<file path="src/rtl/pld_cell_pkg.sv">
package pld_cell_pkg;
  typedef enum logic [1:0] {MODE_REG = 2'd0, MODE_CPLX = 2'd1, MODE_SIMPLE = 2'd2} mode_e;
  typedef enum logic [1:0] {KIND_INNER = 2'd0, KIND_EDGE = 2'd1, KIND_CENTRE = 2'd2} cell_kind_e;

  function automatic mode_e decode_mode(logic nreg, logic sel);
    if (!nreg) return MODE_REG;
    else if (sel) return MODE_CPLX;
    else return MODE_SIMPLE;
  endfunction
endpackage

</file>
<file path="src/rtl/pld_term_sum.sv">
module pld_term_sum #(
  parameter int WIDTH = 8
) (
  input  logic [WIDTH-1:0] term_i,
  output logic             sum_o
);
  logic [WIDTH:0] chain;
  assign chain[0] = 1'b0;
  for (genvar g = 0; g < WIDTH; g++) begin : g_or
    assign chain[g+1] = chain[g] | term_i[g];
  end
  assign sum_o = chain[WIDTH];
endmodule

</file>
<file path="src/rtl/pld_cell_reg.sv">
module pld_cell_reg (
  input  logic clk_i,
  input  logic rst_ni,
  input  logic load_i,
  input  logic d_i,
  input  logic preload_en_i,
  input  logic preload_val_i,
  output logic q_o
);
  always_ff @(posedge clk_i or negedge rst_ni) begin
    if (!rst_ni)           q_o <= 1'b0;
    else if (preload_en_i) q_o <= preload_val_i;
    else if (load_i)       q_o <= d_i;
  end
endmodule

</file>
<file path="src/rtl/pld_cell_route.sv">
module pld_cell_route
  import pld_cell_pkg::*;
#(
  parameter cell_kind_e CELL_KIND = KIND_INNER
) (
  input  logic glb_nreg_i,
  input  logic glb_sel_i,
  input  logic cell_cfg_i,
  input  logic cell_pol_i,
  input  logic oe_term_i,
  input  logic sum_all_i,
  input  logic sum_io_i,
  input  logic grp_oe_i,
  input  logic q_i,
  input  logic pin_in_i,
  input  logic adj_pin_i,
  input  logic ded_in_i,
  output logic reg_load_o,
  output logic reg_d_o,
  output logic pad_do_o,
  output logic pad_oe_o,
  output logic fb_o
);
  mode_e mode;
  assign mode = decode_mode(glb_nreg_i, glb_sel_i);

  // pin shows inverted Q, so D carries the inverted polarity
  assign reg_d_o = cell_pol_i ? ~sum_all_i : sum_all_i;

  always_comb begin
    reg_load_o = 1'b0;
    pad_do_o   = cell_pol_i ? sum_io_i : ~sum_io_i;
    pad_oe_o   = 1'b0;
    fb_o       = 1'b0;
    unique case (mode)
      MODE_REG: begin
        if (!cell_cfg_i) begin
          reg_load_o = 1'b1;
          pad_do_o   = ~q_i;
          pad_oe_o   = grp_oe_i;
          fb_o       = q_i;
        end else begin
          pad_oe_o = oe_term_i;
          fb_o     = pin_in_i;
        end
      end
      MODE_CPLX: begin
        pad_oe_o = oe_term_i;
        fb_o     = (CELL_KIND == KIND_EDGE) ? ded_in_i : pin_in_i;
      end
      MODE_SIMPLE: begin
        pad_do_o = cell_pol_i ? sum_all_i : ~sum_all_i;
        pad_oe_o = (CELL_KIND == KIND_CENTRE) ? 1'b1 : ~cell_cfg_i;
        fb_o     = (CELL_KIND == KIND_CENTRE) ? 1'b0 : adj_pin_i;
      end
      default: ;
    endcase
  end
endmodule

</file>
<file path="src/rtl/pld_out_cell.sv">
module pld_out_cell
  import pld_cell_pkg::*;
#(
  parameter int         NUM_TERMS = 8,
  parameter cell_kind_e CELL_KIND = KIND_INNER
) (
  input  logic                 clk_i,
  input  logic                 rst_ni,
  input  logic                 glb_nreg_i,
  input  logic                 glb_sel_i,
  input  logic                 cell_cfg_i,
  input  logic                 cell_pol_i,
  input  logic [NUM_TERMS-1:0] term_i,
  input  logic                 grp_oe_i,
  input  logic                 pin_in_i,
  input  logic                 adj_pin_i,
  input  logic                 ded_in_i,
  input  logic                 preload_en_i,
  input  logic                 preload_val_i,
  output logic                 pad_do_o,
  output logic                 pad_oe_o,
  output logic                 fb_o
);
  localparam int IO_TERMS = NUM_TERMS - 1;

  logic sum_all, sum_io, reg_load, reg_d, reg_q;

  pld_term_sum #(.WIDTH(NUM_TERMS)) u_sum_all (.term_i(term_i), .sum_o(sum_all));
  pld_term_sum #(.WIDTH(IO_TERMS))  u_sum_io  (.term_i(term_i[NUM_TERMS-1:1]), .sum_o(sum_io));

  pld_cell_reg u_reg (
    .clk_i(clk_i), .rst_ni(rst_ni), .load_i(reg_load), .d_i(reg_d),
    .preload_en_i(preload_en_i), .preload_val_i(preload_val_i), .q_o(reg_q)
  );

  pld_cell_route #(.CELL_KIND(CELL_KIND)) u_route (
    .glb_nreg_i(glb_nreg_i), .glb_sel_i(glb_sel_i), .cell_cfg_i(cell_cfg_i),
    .cell_pol_i(cell_pol_i), .oe_term_i(term_i[0]), .sum_all_i(sum_all),
    .sum_io_i(sum_io), .grp_oe_i(grp_oe_i), .q_i(reg_q), .pin_in_i(pin_in_i),
    .adj_pin_i(adj_pin_i), .ded_in_i(ded_in_i), .reg_load_o(reg_load),
    .reg_d_o(reg_d), .pad_do_o(pad_do_o), .pad_oe_o(pad_oe_o), .fb_o(fb_o)
  );
endmodule

</file>
<file path="config.mk">
export PLATFORM = sky130hd
export DESIGN_NAME = pld_out_cell
export DESIGN_NICKNAME = d
export VERILOG_FILES = /design/src/rtl/pld_cell_pkg.sv /design/src/rtl/pld_term_sum.sv /design/src/rtl/pld_cell_reg.sv /design/src/rtl/pld_cell_route.sv /design/src/rtl/pld_out_cell.sv
export SDC_FILE = /design/constraint.sdc
export NUM_CORES = 1
export LEC_CHECK = 0
export ABC_AREA = 1
export BUFFER_PORTS_ARGS = -buffer_cell sky130_fd_sc_hd__buf_2
export CELL_PAD_IN_SITES_DETAIL_PLACEMENT = 1
export CELL_PAD_IN_SITES_GLOBAL_PLACEMENT = 1
export CORE_AREA = 2 2 39 41
export DETAILED_ROUTE_END_ITERATION = 6
export DIE_AREA = 0 0 41 43
export GPL_ROUTABILITY_DRIVEN = 0
export PLACE_DENSITY_LB_ADDON = 0.08
export SETUP_SLACK_MARGIN = 0.3
export SYNTH_ARGS = -nofsm -noshare
export SYNTH_HDL_FRONTEND = slang
export SYNTH_SLANG_ARGS = --single-unit
</file>
<file path="constraint.sdc">
create_clock -name clk_i -period 1.2 [get_ports clk_i]
set_input_delay 0.12 -clock clk_i [delete_from_list [all_inputs] [get_ports clk_i]]
set_output_delay 0.12 -clock clk_i [all_outputs]
set_load 0.02 [all_outputs]
</file>
==> metrics.md <==
| Metric | Value |
|---|---|
| PD cells | `382 nW/um2` |
| Mapped Avg Cell Area | `approximately 4.8 um2` |
| Reg2reg start | `u_reg.q_o` |
| IO Pins | `23` |
| Vias after detailed routing | `379` |
| Outcome | `complete, no violations` |
| Crit start category | `input port` |
| Yosys warns | `0` |
| Worst-Skew Late Latency | `0 ns` |
| CP endpoint kind | `primary output` |
| Detail Route Antenna Nets | `0` |
| Worst Path Buf+Inv | `2` |
| Detailed-route wire length per cell | `around 9 um` |
| Die W | `41 um` |
| Starting density of the core | `16.2%` |
| Slew Limit Headroom | `88.3%` |
| Syn_nets | `67` |
| Finish-stage setup viols | `0` |
| Max incr delay on CP | `approximately 0.15 ns` |
| Post-Route WL | `801 um` |
| Top reg by flops | `u_reg.q_o` |
| Vias in the first global route | `357` |
| Core area | `between 1000 and 1500 um2` |
| Post-Route Setup TNS | `0 ns` |
| RSZ-0062 raised after global routing | `true` |
| Die H | `between 40 and 50 um` |
| Critical path, cell by cell | `buf_8, nor2_4, nand2_2, nor2_4, nand2_2, nand3_2, nand3_2, buf_6` |
| Crit-path max FO | `3` |
| Crit path DAT | `~0.88 ns` |
| Fin Hold WS | `approximately 0.33 ns` |
| Flops & latches, synth | `1` |
| Clock Skew | `0 ns` |
| Fmax | `999 MHz` |
| Most common cell after layout, fill and taps aside | `buf_2` |
| Antenna diode count | `0` |
| Clk slew on worst S/H paths | `0 ns` |
| Slew Limit Fails | `0` |
| Rows | `14` |
| Area added between synthesis and finish | `160%` |
| Hold Crit Depth | `3` |
| Hold_sp | `preload_val_i` |
| Cell variety after synth | `11` |
| Worst setup margin | `0.199 ns` |
| First-pass GRT wire length | `around 1.3 mm` |
| Nets@finish | `96` |
| Largest regs | `u_reg.q_o x1` |
| Worst-margin pin slew | `~0.18 ns` |
| Depth of the worst register-to-register path | `2` |
| Antenna violations before repair | `0` |
| Vias per cell | `between 4 and 5` |
| Hold Crit Class | `in2reg` |
| DIE AREA | `about 1800 um2` |
| CP required | `roughly 1.1 ns` |
| Post-synthesis cell count | `47` |
| MaxCap Viol Count | `0` |
| Layout cells sized above 1 | `roughly 70%` |
| Max FFs per register | `1` |
| Register area share after synthesis | `11.2%` |
| Largest net degree at the start of global routing | `5` |
| CP Depth | `8` |
| Worst slack, placed | `about 0.085 ns` |
| Initial DRC count | `0` |
| Slowest-stage cell, CP | `nor2_4` |
| Total GRT Usage | `roughly a tenth` |
| Static Leak | `0.293 nW` |
| Min Tclk post-route | `between 1 and 1.5 ns` |
| Drt drc | `0` |
| Mapped Area | `about 220 um2` |
| CP Class | `in2out` |
| Final Util | `42.0%` |
| PortBufs | `21` |
| Post-DP HPWL | `640 um` |
| Grt ovf | `0` |
| Delay-heaviest family, CP | `simple AND/OR/NAND/NOR gates` |
| Fillers | `around 180` |
| CP Launch Point | `term_i[2]` |
| Commonest non-fill, non-tap cells in the layout | `buf_2 (12), inv_1 (8), nand3_2 (8)` |
| Tcrit/Tclk final | `roughly 83%` |
| VDD IR max | `0.000198 V` |
| Fin. Hold Viols | `0` |
| Drt first pass iters | `1` |
==> power breakdown <==
part | switching, W | internal [W] | total (W)
clock network | 0 | 0 | 0
logic | 0.0000872 | 0.0000955 | 0.000183
registers | 0.00000165 | 0.0000378 | 0.0000394
total | 0.0000888 | 0.000133 | 0.000222
==> cells by family after synthesis <==
family | share of synthesized area, %
and+or+nand+nor | 62.0
DFF | 11.2
buffers and inverters | 16.8
AOI/OAI and AO/OA | 10.1
==> layer usage <==
| metal | GRT usage (%) | up-vias | part of all wire (%) |
|---|---|---|---|
| li1 | - | 199 | - |
| met1 | 12.4 | 170 | 39 |
| met2 | 18.1 | 10 | 56 |
| met3 | 0 | 0 | 5.4 |
| met4 | 0 | 0 | 0 |
| met5 | 0 | - | 0 |
==> worst reg2reg max path: cells and delay by family, from the launching register on <==
| family | cells | cell delay [ns] |
|---|---|---|
| simple gates | 2 | 0.15 |
| flops | 1 | 0.35 |
==> area by class of cell <==
class | instances | area (um2) | share of cell area [%]
well taps | 16 | 20.0 | 3.44
flip-flops and latches | 1 | 25.0 | 4.30
inverters | 10 | 37.5 | 6.45
repair buffers | 27 | 216 | 37.2
multi-input cells | 36 | 283 | 48.6
==> path summary, 6_finish.rpt <==
path | slack, ns | to
min in group asynchronous | 0.43 | u_reg.q_o
max | 0.20 | pad_do_o
max reg2reg | 0.57 | u_reg.q_o
min | 0.33 | u_reg.q_o
min reg2reg | 0.49 | u_reg.q_o
max in group asynchronous | 0.69 | u_reg.q_o
==> what timing repair did <==
action	4_1_cts	5_1_grt
hold buffers	1	0
setup buffers	4	1
setup endpoints to repair	4	4
pin swaps	14	14
hold endpoints to repair	1	0
gates resized for setup	33	15
==> metrics by stage <==
step,instance area [um2],power [W],cells
6_report,582,0.000222,90
4_1_cts,514,0.000208,89
2_1_floorplan,224,0.0000942,47
3_3_place_gp,349,0.000147,84
5_1_grt,582,0.000241,90
3_5_place_dp,349,0.000147,84
==> synth_stat cells <==
cell,count,area (um2)
a21oi_1,1,5.00
inv_1,9,33.8
nor2_2,2,12.5
nand3_1,9,45.0
dfrtp_1,1,25.0
or2_1,1,6.26
o21ai_0,2,10.0
inv_2,1,3.75
nand2_1,11,41.3
o31ai_1,1,7.51
nor2_1,9,33.8
(Power assumes the default switching activity.)
